$ cat config.mk
export PLATFORM = sky130hd
export DESIGN_NAME = pll_prog_if
export DESIGN_NICKNAME = d
export VERILOG_FILES = /design/src/rtl/pll_prog_pkg.sv /design/src/rtl/pll_in_sync.sv /design/src/rtl/pll_edge_det.sv /design/src/rtl/pll_reg_core.sv /design/src/rtl/pll_out_sel.sv /design/src/rtl/pll_prog_if.sv
export SDC_FILE = /design/constraint.sdc
export NUM_CORES = 1
export LEC_CHECK = 0
export BUFFER_PORTS_ARGS = -buffer_cell sky130_fd_sc_hd__buf_2
export CAP_MARGIN = 20
export CELL_PAD_IN_SITES_DETAIL_PLACEMENT = 1
export CELL_PAD_IN_SITES_GLOBAL_PLACEMENT = 1
export CORE_MARGIN = 2
export CORE_UTILIZATION = 49
export DETAILED_ROUTE_END_ITERATION = 6
export PLACE_DENSITY = 0.89
export SYNTH_ARGS = -nofsm -noshare
export SYNTH_HDL_FRONTEND = slang
export SYNTH_SLANG_ARGS = --single-unit
$ cat constraint.sdc
create_clock -name clk -period 5.6 [get_ports clk]
set_clock_uncertainty 0.2 [all_clocks]
set_input_delay 0.56 -clock clk [delete_from_list [all_inputs] [get_ports clk]]
set_output_delay 0.56 -clock clk [all_outputs]
set_load 0.05 [all_outputs]
$ cat src/rtl/pll_prog_pkg.sv
package pll_prog_pkg;

    localparam int M_W    = 9;
    localparam int R_W    = 6;
    localparam int A_W    = 4;
    localparam int WORD_W = 1 + M_W + R_W + A_W;
    localparam int BUS_W  = 8;
    localparam int ENH_W  = 8;

    // Field split used by the parallel strobes
    localparam int M_LO_W = BUS_W - 1;          // M bits carried by first M strobe
    localparam int M_HI_W = M_W - M_LO_W;       // M bits carried by second M strobe
    localparam int R_LO_W = BUS_W - A_W;        // R bits carried by A strobe
    localparam int R_HI_W = R_W - R_LO_W;       // R bits carried by second M strobe

    typedef enum logic [1:0] {
        MODE_PAR = 2'd0,
        MODE_SER = 2'd1,
        MODE_DIR = 2'd2
    } if_mode_e;

    typedef struct packed {
        logic           pe_n;
        logic [M_W-1:0] m;
        logic [R_W-1:0] r;
        logic [A_W-1:0] a;
    } div_word_t;

    typedef struct packed {
        div_word_t        pri;
        div_word_t        sec;
        logic [ENH_W-1:0] enh;
    } cfg_regs_t;

endpackage

$ cat src/rtl/pll_in_sync.sv
module pll_in_sync #(
    parameter int WIDTH  = 1,
    parameter int STAGES = 2
) (
    input  logic             clk,
    input  logic             rst_n,
    input  logic [WIDTH-1:0] din,
    output logic [WIDTH-1:0] lvl
);

    logic [STAGES-1:0][WIDTH-1:0] pipe_d, pipe_q;

    always_comb begin
        pipe_d[0] = din;
        for (int i = 1; i < STAGES; i++) begin
            pipe_d[i] = pipe_q[i-1];
        end
    end

    always_ff @(posedge clk or negedge rst_n) begin
        if (!rst_n) begin
            pipe_q <= '0;
        end else begin
            pipe_q <= pipe_d;
        end
    end

    assign lvl = pipe_q[STAGES-1];

endmodule

$ cat src/rtl/pll_edge_det.sv
module pll_edge_det #(
    parameter int WIDTH = 1
) (
    input  logic             clk,
    input  logic             rst_n,
    input  logic [WIDTH-1:0] lvl,
    output logic [WIDTH-1:0] rise
);

    logic [WIDTH-1:0] prev_d, prev_q;

    always_comb begin
        prev_d = lvl;
    end

    always_ff @(posedge clk or negedge rst_n) begin
        if (!rst_n) begin
            prev_q <= '0;
        end else begin
            prev_q <= prev_d;
        end
    end

    genvar g;
    generate
        for (g = 0; g < WIDTH; g++) begin : g_rise
            assign rise[g] = lvl[g] & ~prev_q[g];
        end
    endgenerate

endmodule

$ cat src/rtl/pll_reg_core.sv
module pll_reg_core
    import pll_prog_pkg::*;
(
    input  logic             clk,
    input  logic             rst_n,
    input  logic             ev_shift_pri,
    input  logic             ev_shift_enh,
    input  logic             ev_m1,
    input  logic             ev_m2,
    input  logic             ev_a,
    input  logic             ev_enh_par,
    input  logic             ev_hop,
    input  logic             ser_bit,
    input  logic [BUS_W-1:0] bus,
    output cfg_regs_t        regs_q
);

    cfg_regs_t         regs_d;
    logic [WORD_W-1:0] pri_vec;

    assign pri_vec = regs_q.pri;

    always_comb begin
        regs_d = regs_q;
        if (ev_shift_pri) begin
            regs_d.pri = div_word_t'({pri_vec[WORD_W-2:0], ser_bit});
        end
        if (ev_shift_enh) begin
            regs_d.enh = {regs_q.enh[ENH_W-2:0], ser_bit};
        end
        if (ev_m1) begin
            regs_d.pri.pe_n           = bus[BUS_W-1];
            regs_d.pri.m[M_LO_W-1:0]  = bus[M_LO_W-1:0];
        end
        if (ev_m2) begin
            regs_d.pri.r[R_W-1:R_LO_W] = bus[M_HI_W+R_HI_W-1:M_HI_W];
            regs_d.pri.m[M_W-1:M_LO_W] = bus[M_HI_W-1:0];
        end
        if (ev_a) begin
            regs_d.pri.r[R_LO_W-1:0] = bus[BUS_W-1:A_W];
            regs_d.pri.a             = bus[A_W-1:0];
        end
        if (ev_enh_par) begin
            regs_d.enh = bus;
        end
        if (ev_hop) begin
            regs_d.sec = regs_q.pri;
        end
    end

    always_ff @(posedge clk or negedge rst_n) begin
        if (!rst_n) begin
            regs_q <= '0;
        end else begin
            regs_q <= regs_d;
        end
    end

endmodule

$ cat src/rtl/pll_out_sel.sv
module pll_out_sel
    import pll_prog_pkg::*;
(
    input  if_mode_e  mode,
    input  logic      sel_pri_ser,
    input  logic      sel_pri_par,
    input  div_word_t pri,
    input  div_word_t sec,
    input  div_word_t dir,
    output div_word_t act
);

    always_comb begin
        unique case (mode)
            MODE_DIR: act = dir;
            MODE_SER: act = sel_pri_ser ? pri : sec;
            default:  act = sel_pri_par ? pri : sec;
        endcase
    end

endmodule

$ cat src/rtl/pll_prog_if.sv
module pll_prog_if
    import pll_prog_pkg::*;
#(
    parameter int SYNC_STAGES = 2
) (
    input  logic              clk,
    input  logic              rst_n,
    input  logic              sel_direct,
    input  logic              sel_serial,
    input  logic              sel_pri_ser,
    input  logic              sel_pri_par,
    input  logic              ser_clk,
    input  logic              ser_dat,
    input  logic              ser_load_n,
    input  logic              enh_wr,
    input  logic              wr_m1,
    input  logic              wr_m2,
    input  logic              wr_a,
    input  logic              wr_hop,
    input  logic [BUS_W-1:0]  bus_d,
    input  logic [WORD_W-1:0] dir_word,
    output logic              pre_en_n,
    output logic [M_W-1:0]    m_div,
    output logic [R_W-1:0]    r_div,
    output logic [A_W-1:0]    a_div,
    output logic [ENH_W-1:0]  enh_cfg
);

    localparam int STRB_W = 7;
    localparam int LVL_W  = 5 + STRB_W;

    logic [LVL_W-1:0]  lvl_in, lvl_s;
    logic [STRB_W-1:0] strb_s, strb_r;
    logic [BUS_W-1:0]  bus_s;
    logic [WORD_W-1:0] dir_s;

    assign lvl_in = {sel_direct, sel_serial, sel_pri_ser, sel_pri_par, ser_dat,
                     ser_clk, ser_load_n, enh_wr, wr_m1, wr_m2, wr_a, wr_hop};

    pll_in_sync #(.WIDTH(LVL_W), .STAGES(SYNC_STAGES)) u_sync_ctl (
        .clk(clk), .rst_n(rst_n), .din(lvl_in), .lvl(lvl_s)
    );

    pll_in_sync #(.WIDTH(BUS_W), .STAGES(SYNC_STAGES)) u_sync_bus (
        .clk(clk), .rst_n(rst_n), .din(bus_d), .lvl(bus_s)
    );

    pll_in_sync #(.WIDTH(WORD_W), .STAGES(SYNC_STAGES)) u_sync_dir (
        .clk(clk), .rst_n(rst_n), .din(dir_word), .lvl(dir_s)
    );

    assign strb_s = lvl_s[STRB_W-1:0];

    pll_edge_det #(.WIDTH(STRB_W)) u_edge (
        .clk(clk), .rst_n(rst_n), .lvl(strb_s), .rise(strb_r)
    );

    // Synchronized levels
    logic s_dir, s_ser, s_pri_ser, s_pri_par, s_dat, s_load_n, s_enh;
    assign s_dir     = lvl_s[11];
    assign s_ser     = lvl_s[10];
    assign s_pri_ser = lvl_s[9];
    assign s_pri_par = lvl_s[8];
    assign s_dat     = lvl_s[7];
    assign s_load_n  = lvl_s[5];
    assign s_enh     = lvl_s[4];

    // Detected rising edges
    logic r_sclk, r_load, r_enh, r_m1, r_m2, r_a, r_hop;
    assign r_sclk = strb_r[6];
    assign r_load = strb_r[5];
    assign r_enh  = strb_r[4];
    assign r_m1   = strb_r[3];
    assign r_m2   = strb_r[2];
    assign r_a    = strb_r[1];
    assign r_hop  = strb_r[0];

    if_mode_e mode;
    logic is_ser, is_par, ev_shift;
    logic ev_shift_pri, ev_shift_enh, ev_m1, ev_m2, ev_a, ev_enh_par, ev_hop;
    logic ev_pri_any, ev_enh_any;

    always_comb begin
        if (s_dir)      mode = MODE_DIR;
        else if (s_ser) mode = MODE_SER;
        else            mode = MODE_PAR;
        is_ser       = (mode == MODE_SER);
        is_par       = (mode == MODE_PAR);
        ev_shift     = is_ser & r_sclk & ~s_load_n;
        ev_shift_pri = ev_shift & ~s_enh;
        ev_shift_enh = ev_shift & s_enh;
        ev_m1        = is_par & r_m1;
        ev_m2        = is_par & r_m2;
        ev_a         = is_par & r_a;
        ev_enh_par   = is_par & r_enh;
        ev_hop       = (is_ser & r_load) | (is_par & r_hop);
        ev_pri_any   = ev_shift_pri | ev_m1 | ev_m2 | ev_a;
        ev_enh_any   = ev_shift_enh | ev_enh_par;
    end

    cfg_regs_t regs_q;

    pll_reg_core u_core (
        .clk(clk), .rst_n(rst_n),
        .ev_shift_pri(ev_shift_pri), .ev_shift_enh(ev_shift_enh),
        .ev_m1(ev_m1), .ev_m2(ev_m2), .ev_a(ev_a),
        .ev_enh_par(ev_enh_par), .ev_hop(ev_hop),
        .ser_bit(s_dat), .bus(bus_s), .regs_q(regs_q)
    );

    div_word_t act;

    pll_out_sel u_sel (
        .mode(mode), .sel_pri_ser(s_pri_ser), .sel_pri_par(s_pri_par),
        .pri(regs_q.pri), .sec(regs_q.sec), .dir(div_word_t'(dir_s)),
        .act(act)
    );

    assign pre_en_n = act.pe_n;
    assign m_div    = act.m;
    assign r_div    = act.r;
    assign a_div    = act.a;
    assign enh_cfg  = regs_q.enh;

endmodule

==> metrics.txt <==
status=finished, final reports clean; CTS Buf Count=17; Tot GR Track Use=28.7%; vias in the first global route=4086; Cell Rows=36; Startpoint Class=register; Setup CP Type=register to primary output; largest net degree at the start of global routing=83; maxcap violations=0; f_max=274 MHz; Max VDD drop=0.000292 V; Leakage=0.00277 uW; endpoints failing hold=0; DRT Wirelength=14500 um; crit-path max FO=41; io pins=70; Slowest cell on crit path=dfrtp_1; CP endpoint kind=primary output; WL/cell=23.1 um; Tcrit/Tclk final=65.1%; dpl hpwl=7420 um; commonest cells after routing, fill and taps aside=135 x dfrtp_1, 68 x buf_2, 49 x nand2_1; nets=524; Pre-Repair DR Iteration Count=7; Tmin final=3.64 ns; initial drt markers=315; Vias/cell=5.83; total number of vias=3656; Rel. slew slack=35.7%; design area=0.00631 mm2; reg2reg setup slack=3.06 ns; area of the multi-input gates=0.00137 mm2; Layout fillers=958; cell repeated most along the worst path=buf_4; n_diodes=0; RSZ-0062 raised after global routing=false; non-filler instance count after layout=627; Core Region=0.00977 mm2; reg-to-reg endpoint=u_core.regs_q[41]$_DFFE_PN0P_; Post-Syn Instances=378; total gr overflow=0; critical path, cell by cell=buf_4 > nor3_1 > buf_4 > a22oi_1 > o21ai_0 > buf_2; CTS clk-pin slew, worst paths=0.06 ns; CP peak stage delay=0.74 ns; sequential area share after synthesis=68.2%; CTS tree=built; WP data arrival=2.88 ns; reg2reg start=u_sync_ctl.lvl[10]$_DFF_PN0_; antenna violations before repair=0; DP Area=0.00533 mm2; synth warn=0; pin slew with the least headroom to its limit=0.952 ns; Synth area leaders=dfrtp_1 68%, mux2_2 4.8%, o211ai_1 4.7%; area grow syn2layout=27.4%; R2R depth=4; final RePlAce weighted congestion=0.796; min-delay src=u_sync_dir.pipe_d[38]$_DFF_PN0_; initial core utilization=50.7%; first-pass GRT wire length=23200 um; share of the synthesized area in the top cell type=68.2%; number of H-tree levels=4; CTS sink count=135; most common cell after layout, fill and taps aside=dfrtp_1; layout cells sized above 1=26.9%; DIE WIDTH=105 um; Synth Register Bits=135; Die Height=105 um; Residual DRC=0; Post-DRT Antenna Nets=0; pwr/cell area=425 mW/mm2; Hold Path End=u_sync_dir.lvl[18]$_DFF_PN0_; Max Slew Vio Count=0; Root Driver=clkbuf_8; biggest area consumer among synthesized cells=dfrtp_1; register area=0.00338 mm2; worst endpoint required time=4.84 ns; Netlist cell types=31; HP Class=register to register; full die area=0.0109 mm2; Max clock buf depth=2; Placed Cells=552; hold path cells=0; setup TNS=0 ns; syn nets=420; I/O Buffers=69; Synth Cell Area=0.00495 mm2; worst-skew pair later-pin latency=0.54 ns; Syn Area/Cell=13.1 um2; final setup fails=0
## synthesized netlist by cell type
cell type and count:
o311a_1 1, nor2_1 2, dfrtp_1 135, nor2_2 1
clkbuf_1 13, nand2b_1 1, or3b_2 1, nand4bb_1 1
nand2_1 49, buf_4 11, mux2_2 21, nand3b_1 1
nor2b_1 1, or4b_2 1, a221o_1 1, nor4b_1 1
or4b_4 1, nand3_1 20, buf_2 6, nor4b_2 3
a22oi_1 30, a21oi_1 3, o21ai_0 22, inv_1 7
nor3_1 2, o211ai_1 31, buf_6 2, a41oi_1 2
mux2i_1 5, or4b_1 2, and4bb_2 1
## area by class of cell
| cell class | instances | area share [%] |
|---|---|---|
| Sequential cell | 135 | 53.5 |
| Multi-Input combinational cell | 204 | 21.8 |
| Timing Repair Buffer | 117 | 13.3 |
| Clock buffer | 23 | 7.08 |
| Tap cell | 133 | 2.64 |
| Clock inverter | 8 | 1.21 |
| Inverter | 7 | 0.416 |
## per-stage QoR
stage / hold slack [ns] / power, uW / worst slack (ns) / util [%]
floorplan: 0.0644 / 1490 / 2.55 / -
global placement: 0.132 / 1590 / 2.63 / 54.4
detailed placement: 0.136 / 1610 / 2.55 / 54.5
CTS: 0.149 / 2640 / 1.91 / 64.0
global route: 0.155 / 2780 / 1.85 / 64.6
finish: 0.147 / 2680 / 1.96 / 64.6
## registers in the layout, summed over array words and instances, names as in the netlist
name	flops
u_sync_dir.lvl	20
u_edge.prev_q	7
u_sync_bus.pipe_d	8
u_sync_ctl.lvl	12
u_sync_bus.lvl	8
u_core.regs_q	48
u_sync_dir.pipe_d	20
u_sync_ctl.pipe_d	12
## timing repair
item | CTS | global route
buffers inserted | 0 | 0
hold buffers | 41 | 0
endpoints found under the setup margin | 0 | 0
hold endpoints to repair | 93 | 0
resized for setup | 0 | 0
## where the power goes
| part | switching [uW] | leakage [uW] | internal [uW] |
|---|---|---|---|
| combinational | 278 | 0.000906 | 157 |
| clock | 413 | 0.000248 | 596 |
| sequential | 132 | 0.00162 | 1100 |
| total | 823 | 0.00277 | 1860 |
## critical path: cells and delay by family, from the launching register on
kind	cells	cell delay [ns]
simple gates	1	0.15
buf+inv	3	0.97
flops	1	0.74
compound gates	2	0.45
## how the worst max path moves through the flow
stage                           to                    startpoint  cells past startpoint  slack, ns
final                     m_div[0]  u_sync_ctl.lvl[11]$_DFF_PN0_                      6       1.96
after global routing      m_div[0]  u_sync_ctl.lvl[11]$_DFF_PN0_                      6       1.85
after CTS                 a_div[0]  u_sync_ctl.lvl[10]$_DFF_PN0_                      4       1.91
after detailed placement  a_div[0]  u_sync_ctl.lvl[10]$_DFF_PN0_                      4       2.55
after global placement    r_div[5]  u_sync_ctl.lvl[10]$_DFF_PN0_                      4       2.63
after floorplan           m_div[2]  u_sync_ctl.lvl[10]$_DFF_PN0_                      5       2.55
## metal layers
metal	wire, um	vias to the layer above	global-route usage [%]
met5	0	-	0
met4	411	0	11.6
met3	879	44	8.86
met2	7510	176	47.3
met1	5700	1885	35.3
li1	-	1551	-
## cells by family (layout without fill, tap and decap cells)
group	after synthesis	after routing	share of synthesized area [%]
muxes	26	26	5.78
DFF	135	135	68.2
and+or+nand+nor	88	88	9.25
buffers and inverters	39	155	4.24
AOI/OAI and AO/OA	90	90	12.5
Power figures use the tool's default switching activity.
